--- config.mk ---
export PLATFORM = sky130hd
export DESIGN_NAME = adc_exec_unit
export DESIGN_NICKNAME = d
export VERILOG_FILES = /design/src/rtl/adc_pkg.sv /design/src/rtl/adc_decode.sv /design/src/rtl/adc_alu.sv /design/src/rtl/adc_seq.sv /design/src/rtl/adc_exec_unit.sv
export SDC_FILE = /design/constraint.sdc
export NUM_CORES = 1
export LEC_CHECK = 0
export ABC_CLOCK_PERIOD_IN_PS = 7200
export BUFFER_PORTS_ARGS = -buffer_cell sky130_fd_sc_hd__buf_4
export CORE_MARGIN = 10
export CORE_UTILIZATION = 37
export CTS_BUF_LIST = sky130_fd_sc_hd__clkbuf_8
export CTS_CLUSTER_DIAMETER = 50
export DETAILED_ROUTE_END_ITERATION = 8
export PLACE_DENSITY = 0.95
export SYNTH_ARGS = -nofsm -noshare
export SYNTH_HDL_FRONTEND = slang
export SYNTH_SLANG_ARGS = --single-unit
--- constraint.sdc ---
create_clock -name clk -period 7.2 [get_ports clk]
set_input_delay 0.36 -clock clk [delete_from_list [all_inputs] [get_ports clk]]
set_output_delay 0.36 -clock clk [all_outputs]
set_load 0.02 [all_outputs]
--- src/rtl/adc_pkg.sv ---
// Package: shared encodings for the add-with-carry unit.
// Assumes an 8-bit flag byte with Z/N/H/C in bits 7..4.
package adc_pkg;

    localparam int FLAG_Z = 7;
    localparam int FLAG_N = 6;
    localparam int FLAG_H = 5;
    localparam int FLAG_C = 4;

    localparam logic [7:0] OP_IMM = 8'hCE;
    localparam logic [7:0] OP_IND = 8'h8E;
    localparam logic [4:0] OP_REG_HI = 5'b10001;
    localparam logic [2:0] REG_SEL_HOLE = 3'b110;

    typedef enum logic [1:0] {
        SRC_NONE,
        SRC_REG,
        SRC_IMM,
        SRC_IND
    } src_e;

    typedef struct packed {
        logic z;
        logic n;
        logic h;
        logic c;
    } flags_t;

endpackage

--- src/rtl/adc_decode.sv ---
// Opcode decoder: classifies the opcode byte into an operand source and
// gives the register index. Purely combinational; assumes opcode is valid
// whenever it is used.
module adc_decode
    import adc_pkg::*;
(
    input  logic [7:0] opcode,
    output src_e       src,
    output logic [2:0] reg_sel
);

    // Classify the opcode; the register index is the low three bits.
    always_comb begin
        reg_sel = opcode[2:0];
        if (opcode[7:3] == OP_REG_HI && opcode[2:0] != REG_SEL_HOLE) begin
            src = SRC_REG;
        end else if (opcode == OP_IND) begin
            src = SRC_IND;
        end else if (opcode == OP_IMM) begin
            src = SRC_IMM;
        end else begin
            src = SRC_NONE;
        end
    end

endmodule

--- src/rtl/adc_alu.sv ---
// Adder with flag generation: sum = a + b + cin, wrapped to DW bits.
// Half-carry is taken from the low nibble including cin. Assumes DW >= 8.
module adc_alu
    import adc_pkg::*;
#(
    parameter int DW = 8
) (
    input  logic [DW-1:0] a,
    input  logic [DW-1:0] b,
    input  logic          cin,
    output logic [DW-1:0] sum,
    output flags_t        fl
);

    localparam int NW = 4;

    logic [DW:0] full;
    logic [NW:0] low;

    // Full-width and nibble-width sums, each with the carry-in.
    always_comb begin
        full = {1'b0, a} + {1'b0, b} + {{DW{1'b0}}, cin};
        low  = {1'b0, a[NW-1:0]} + {1'b0, b[NW-1:0]} + {{NW{1'b0}}, cin};
        sum  = full[DW-1:0];
        fl.z = (full[DW-1:0] == '0);
        fl.n = 1'b0;
        fl.h = low[NW];
        fl.c = full[DW];
    end

endmodule

--- src/rtl/adc_seq.sv ---
// Sequencer: accepts a strobe when idle, and for memory forms holds a
// one-cycle commit phase with the operand source. Synchronous active-low reset.
module adc_seq
    import adc_pkg::*;
(
    input  logic clk,
    input  logic rst_n,
    input  logic start,
    input  src_e src,
    output logic accept,
    output logic phase2_q,
    output src_e held_src_q
);

    // A strobe is taken only outside the commit phase and for a known opcode.
    always_comb begin
        accept = start && !phase2_q && (src != SRC_NONE);
    end

    // Enter the commit phase after a memory-form strobe; leave it after one cycle.
    always_ff @(posedge clk) begin
        if (!rst_n) begin
            phase2_q   <= 1'b0;
            held_src_q <= SRC_NONE;
        end else if (accept && (src == SRC_IMM || src == SRC_IND)) begin
            phase2_q   <= 1'b1;
            held_src_q <= src;
        end else if (phase2_q) begin
            phase2_q   <= 1'b0;
            held_src_q <= SRC_NONE;
        end
    end

endmodule

--- src/rtl/adc_exec_unit.sv ---
// Add-with-carry execution unit. Register forms commit in the strobe cycle;
// memory forms read in the strobe cycle and commit in the next one. Assumes
// the caller holds acc_in/flag_in/pc_in/hl_in stable until commit and applies
// the write ports at the clock edge.
module adc_exec_unit
    import adc_pkg::*;
#(
    parameter int DW = 8,
    parameter int AW = 16
) (
    input  logic          clk,
    input  logic          rst_n,
    input  logic          start,
    input  logic [7:0]    opcode,
    input  logic [DW-1:0] acc_in,
    input  logic [DW-1:0] flag_in,
    input  logic [AW-1:0] hl_in,
    input  logic [AW-1:0] pc_in,
    output logic [2:0]    rf_rd_sel,
    input  logic [DW-1:0] rf_rd_data,
    output logic          mem_rd_en,
    output logic [AW-1:0] mem_addr,
    input  logic [DW-1:0] mem_rd_data,
    output logic          acc_we,
    output logic [DW-1:0] acc_wdata,
    output logic [DW-1:0] flag_wdata,
    output logic          pc_we,
    output logic [AW-1:0] pc_wdata,
    output logic          done
);

    src_e          src;
    src_e          held_src_q;
    logic          accept;
    logic          phase2_q;
    logic          commit;
    logic [DW-1:0] operand;
    logic [DW-1:0] sum;
    flags_t        fl;

    adc_decode u_decode (
        .opcode  (opcode),
        .src     (src),
        .reg_sel (rf_rd_sel)
    );

    adc_seq u_seq (
        .clk        (clk),
        .rst_n      (rst_n),
        .start      (start),
        .src        (src),
        .accept     (accept),
        .phase2_q   (phase2_q),
        .held_src_q (held_src_q)
    );

    adc_alu #(.DW(DW)) u_alu (
        .a   (acc_in),
        .b   (operand),
        .cin (flag_in[FLAG_C]),
        .sum (sum),
        .fl  (fl)
    );

    // Memory request and operand selection.
    always_comb begin
        mem_rd_en = accept && (src == SRC_IMM || src == SRC_IND);
        mem_addr  = (src == SRC_IND) ? hl_in : pc_in;
        operand   = phase2_q ? mem_rd_data : rf_rd_data;
    end

    // Commit strobes and write data.
    always_comb begin
        commit             = (accept && src == SRC_REG) || phase2_q;
        acc_we             = commit;
        done               = commit;
        acc_wdata          = sum;
        flag_wdata         = '0;
        flag_wdata[FLAG_Z] = fl.z;
        flag_wdata[FLAG_N] = fl.n;
        flag_wdata[FLAG_H] = fl.h;
        flag_wdata[FLAG_C] = fl.c;
        pc_we              = phase2_q && (held_src_q == SRC_IMM);
        pc_wdata           = pc_in + AW'(1);
    end

endmodule

* Word level (Yosys, flattened, before mapping)
Index checks and enable logic that the tools add are counted.
Word-level totals: register bits 3
Cells by class: add/subtract/negate cells 5, eq/ne operators 8, multiplexer cells 8, reductions and logical operators 12
Operators by type and width (count):
- adder 16 x 1 -> 16 bit, second input constant | 1
- equality test 8 bit, second input constant | 2
- two-way mux 16 bit | 1
- two-way mux 2 bit | 5
- adder 8 x 8 -> 9 bit | 1
- adder 9 x 1 -> 9 bit | 1
- zero test 8 bit | 1
- two-way mux 8 bit | 1
- equality test 2 bit, second input constant | 3
- logical AND 1 bit | 6
- adder 4 x 4 -> 5 bit | 1
- adder 5 x 1 -> 5 bit | 1
- equality test 5 bit, second input constant | 1
- nonzero test 2 bit | 2
- inequality test 3 bit, second input constant | 1
- equality test 2 x 1 -> 1 bit, second input constant | 1
- logical OR 1 bit | 2
- zero test 1 bit | 1
- two-way mux 1 bit | 1

* Logic depth before layout (Yosys ltp)
depth in word-level cells 8, gate-level depth with buffers 10, depth with buffers taken out 9

* Hierarchy
From an unflattened synthesis, not the netlist that was laid out.
Unflattened totals: cells, all modules 148, area total of the unflattened synthesis 1203.7 um2
Modules (own cells, without submodules):
- adc_exec_unit | times used 1, cells each 80, area each 659.4 um2, seq. area each 0.0 um2
- adc_alu | times used 1, cells each 48, area each 375.4 um2, seq. area each 0.0 um2
- adc_seq | times used 1, cells each 13, area each 117.6 um2, seq. area each 60.1 um2
- adc_decode | times used 1, cells each 7, area each 51.3 um2, seq. area each 0.0 um2

* Worst setup path before layout
OpenSTA, ideal clock, no wires.
kind flip-flop to output port, start point register u_seq.phase2_q, end point output flag_wdata[7], arrival 2.826 ns, required time 6.840 ns, path slack 4.014 ns, cell stages (with the launch flop) 9, path buffers 1, path through dfxtp_1 > buf_1 > mux2_2 > ha_1 > nand2_2 > or4b_1 > o21ai_2 > xnor2_1 > nor4_2
On the way: cells in the longest elaborated chain, start to end 4
Ends and longest elaborated chain:
- start: declaration | line adc_seq.sv:11 | output logic phase2_q,
- start signal: assignment | line adc_seq.sv:23 | phase2_q <= 1'b0;
- start signal: assignment | line adc_seq.sv:26 | phase2_q <= 1'b1;
- start signal: assignment | line adc_seq.sv:29 | phase2_q <= 1'b0;
- two-way mux 8 bit | line adc_exec_unit.sv:69 | operand = phase2_q ? mem_rd_data : rf_rd_data;
- adder 8 x 8 -> 9 bit | line adc_alu.sv:22 | full = {1'b0, a} + {1'b0, b} + {{DW{1'b0}}, cin};
- adder 9 x 1 -> 9 bit | line adc_alu.sv:22
- net acc_wdata[7] | line adc_exec_unit.sv:25 | output logic [DW-1:0] acc_wdata,
- zero test 8 bit | line adc_alu.sv:25 | fl.z = (full[DW-1:0] == '0);
- end: declaration | line adc_exec_unit.sv:26 | output logic [DW-1:0] flag_wdata,
The timed path passes the listed nets, and every way through them passes these cells.

* Final worst setup path
start point register u_seq.phase2_q, end point output flag_wdata[7]
On the way: cells in the longest elaborated chain, start to end 4
Ends and longest elaborated chain (line):
- two-way mux 8 bit | adc_exec_unit.sv:69
- adder 8 x 8 -> 9 bit | adc_alu.sv:22
- adder 9 x 1 -> 9 bit | adc_alu.sv:22
- zero test 8 bit | adc_alu.sv:25
Every way passes these cells.

==> results.md <==
* Layout area overhead at 81.62%
* Routability cong. at 0.8255
* Avg Vias per Cell at 5.089
* # resized after CTS at 0
* Ys async rst share at 0
* Startpoint types: flop
* Placed Instances at 278
* Setup bufs post-CTS at 0
* Net total in the final layout at 337
* Vias in the first global route at 1479
* Count leader, synth: xnor2_1
* Sw Share at 0.4087
* Worst hold stages at 2
* Fmax at 299.8 MHz
* Post-route ant nets at 0
* Sequential power share at 0.080
* RSZ-0062 raised after global routing: no
* CTS hold repair buffers at 0
* # diodes at 0
* Setup_tns at 0 ns
* Initial Util at 0.3956
* Syn_area_per_cell at 8.160 sq um
* 1st-iter DRT viols at 51
* Post-Syn Instances at 136
* Hold Fails Final Rpt at 0
* PortBufs at 117
* I/O Pins at 130
* Post-route design area at 0.002016 sq mm
* Largest area contributor in the netlist: mux2_1
* Most used DFF post-synth: dfxtp_1
* First-pass GRT wire length at 7072 microns
* GRT overflow at 0
* Maximum clock path buffer count at 2
* Hold Path Sink: u_seq.held_src_q[1]
* Final period utilization at 0.4633
* Root buffer cell: clkbuf_8
* Outcome: complete, no violations
* Die X-Extent at 74.77 microns
* Core area at 0.002805 sq mm
* Slew Limit Fails at 0
* Num Clock Sinks at 3
* Post-Route WL at 4868 microns
* Worst Tran Pin Value at 0.5662 ns
* FF-to-FF path depth at 4
* Site Rows at 19
* Remaining DRCs at 0
* P_sw at 0.00008613 W
* Synthesized cell area at 0.001110 sq mm
* Hold Startpoint: rst_n
* H-tree Lvls at 1
* Total track usage at 0.1575
* Sequential-to-total area share from yosys stat at 0.05411
* Post-synth EDFFs at 0
* Worst slew margin at 0.6220
* CP Class: reg2out
* Crit path max fanout at 13
* Tot Pwr at 0.0002107 W
* Largest net degree at the start of global routing at 14
* Internal at 0.0001246 W
* Placement-stage cell area at 0.001971 sq mm
* Synth top area share at 0.1116
* Lkg Pwr at 1.021 nW
* 1st-pass router iterations at 4
* Vias at 1435
* Post-DP HPWL at 4396 microns
* R2R Path Start: u_seq.phase2_q
* Die Span Y at 74.77 microns
* Num CTS Buffers at 3
* #FFs+latches synth at 3
* Clock Latency Late Sink at 0.22 ns
* Wire per inst at 17.26 microns
* Initial antenna violation count at 0
* Reg clk slew, reported paths at 0.03 ns
* Tightest Hold Check Type: in2reg
* Yosys warns at 0
* Clock Power Share at 0.225
* Share of layout cells above drive strength 1 at 0.5498
* Pwr/cell area at 104.5 mW/mm^2
* Final setup viols at 0
* Max IR drop VDD at 0.09628 mV
* CTS tree: done
* Worst Skew at 0.001556 ns
* Critical Path AT at 2.98 ns
* Worst Path Required at 6.84 ns
* Power share of the combinational group at 0.695
* Utilization after layout at 0.7186
* Crit. End Element: primary output
* Die ar. at 0.005590 sq mm
* Post-synth top cells: xnor2_1 (12), mux2_1 (11), mux2_2 (11), buf_4 (10), nand3_1 (9)
* Largest cells by area after synthesis: mux2_1 (11%), mux2_2 (11%), xnor2_1 (9.5%)
* Synth cell types at 41
* Final Non-Filler Cells at 282
* Maxcap violations at 0
* Fin crit period at 3.336 ns
* RR Endpoint: u_seq.held_src_q[0]
* FF-to-FF setup slack at 5.80 ns
layout by cell type (no fill, tap or decap), types with 2 or more instances in the layout:
cell,netlist,routed
mux2_2,11,11
nor2_1,6,6
xnor2_1,12,12
inv_1,8,9
nor4_2,2,2
clkbuf_8,0,3
xor2_1,6,6
conb_1,1,5
o21ai_0,2,2
buf_4,10,118
ha_1,8,8
nor2b_1,3,3
nand2b_1,2,2
nand3_1,9,9
mux2_1,11,11
fa_1,2,2
dfxtp_1,3,3
nor3_1,6,6
a21oi_1,2,2
nand2_1,7,7
o21a_1,3,3
and3_1,2,2
cell type report:
| class | instances | area, sq um |
|---|---|---|
| inverter | 8 | 30.03 |
| clock inverter | 1 | 3.754 |
| sequential | 3 | 60.06 |
| timing repair buffer | 118 | 885.9 |
| fill | 237 | 789.5 |
| tap | 31 | 38.79 |
| clock buffer | 3 | 41.29 |
| multi-input combinational | 118 | 955.9 |
kinds of logic after synthesis:
group / Yosys count / synth area share
and+or+nand+nor: 45 / 0.2345
muxes: 23 / 0.2322
buffers and inverters: 19 / 0.09808
xor gates and xnor gates: 18 / 0.1421
AOI/OAI and AO/OA: 17 / 0.1094
adders and majority gates: 10 / 0.1263
DFF: 3 / 0.05412
other: 1 / 0.003379
state kept, by name (all words and copies together), names as in the netlist:
| name | cells |
|---|---|
| u_seq.held_src_q | 2 |
| u_seq.phase2_q | 1 |
worst max-delay path by stage:
| stage | from | endpoint |
|---|---|---|
| after floorplan | u_seq.phase2_q | flag_wdata[7] |
| after global placement | u_seq.phase2_q | flag_wdata[7] |
| after detailed placement | u_seq.phase2_q | flag_wdata[7] |
| after CTS | u_seq.phase2_q | flag_wdata[7] |
| after global routing | u_seq.phase2_q | flag_wdata[7] |
| final | u_seq.phase2_q | flag_wdata[7] |
per-layer routing:
layer  wire, microns  share of wire  GRT usage
met5               0              0          0
met4              20         0.0041    0.02521
met3             874           0.18    0.09724
met2            2384           0.49     0.2959
met1            1588           0.33     0.1438
power by group through the flow:
stage / logic, W / clock network, W / registers (W)
after global placement: 0.000144 / 0 / 0.0000171
final: 0.000146 / 0.0000474 / 0.0000168
after floorplan: 0.0000764 / 0 / 0.0000170
after CTS: 0.000147 / 0.0000485 / 0.0000168
after detailed placement: 0.000147 / 0 / 0.0000171
after global routing: 0.000158 / 0.0000505 / 0.0000168
per-stage QoR:
stage | setup WS (ns) | hold slack [ns]
after floorplan | 4.014 | 0.4775
after global placement | 4.169 | 0.5566
after detailed placement | 4.106 | 0.5603
after CTS | 3.855 | 0.3572
after global routing | 3.574 | 0.3830
final | 3.864 | 0.3590
critical path: stages (launching register included):
cell,delay (ns)
dfxtp_1,0.67
mux2i_1,0.28
fa_1,0.22
inv_1,0.06
fa_1,0.40
a21o_1,0.21
a21oi_1,0.22
xor2_1,0.23
o211ai_1,0.14
nor4_2,0.15
buf_4,0.18
No activity file was read; power rests on OpenSTA's default activity.
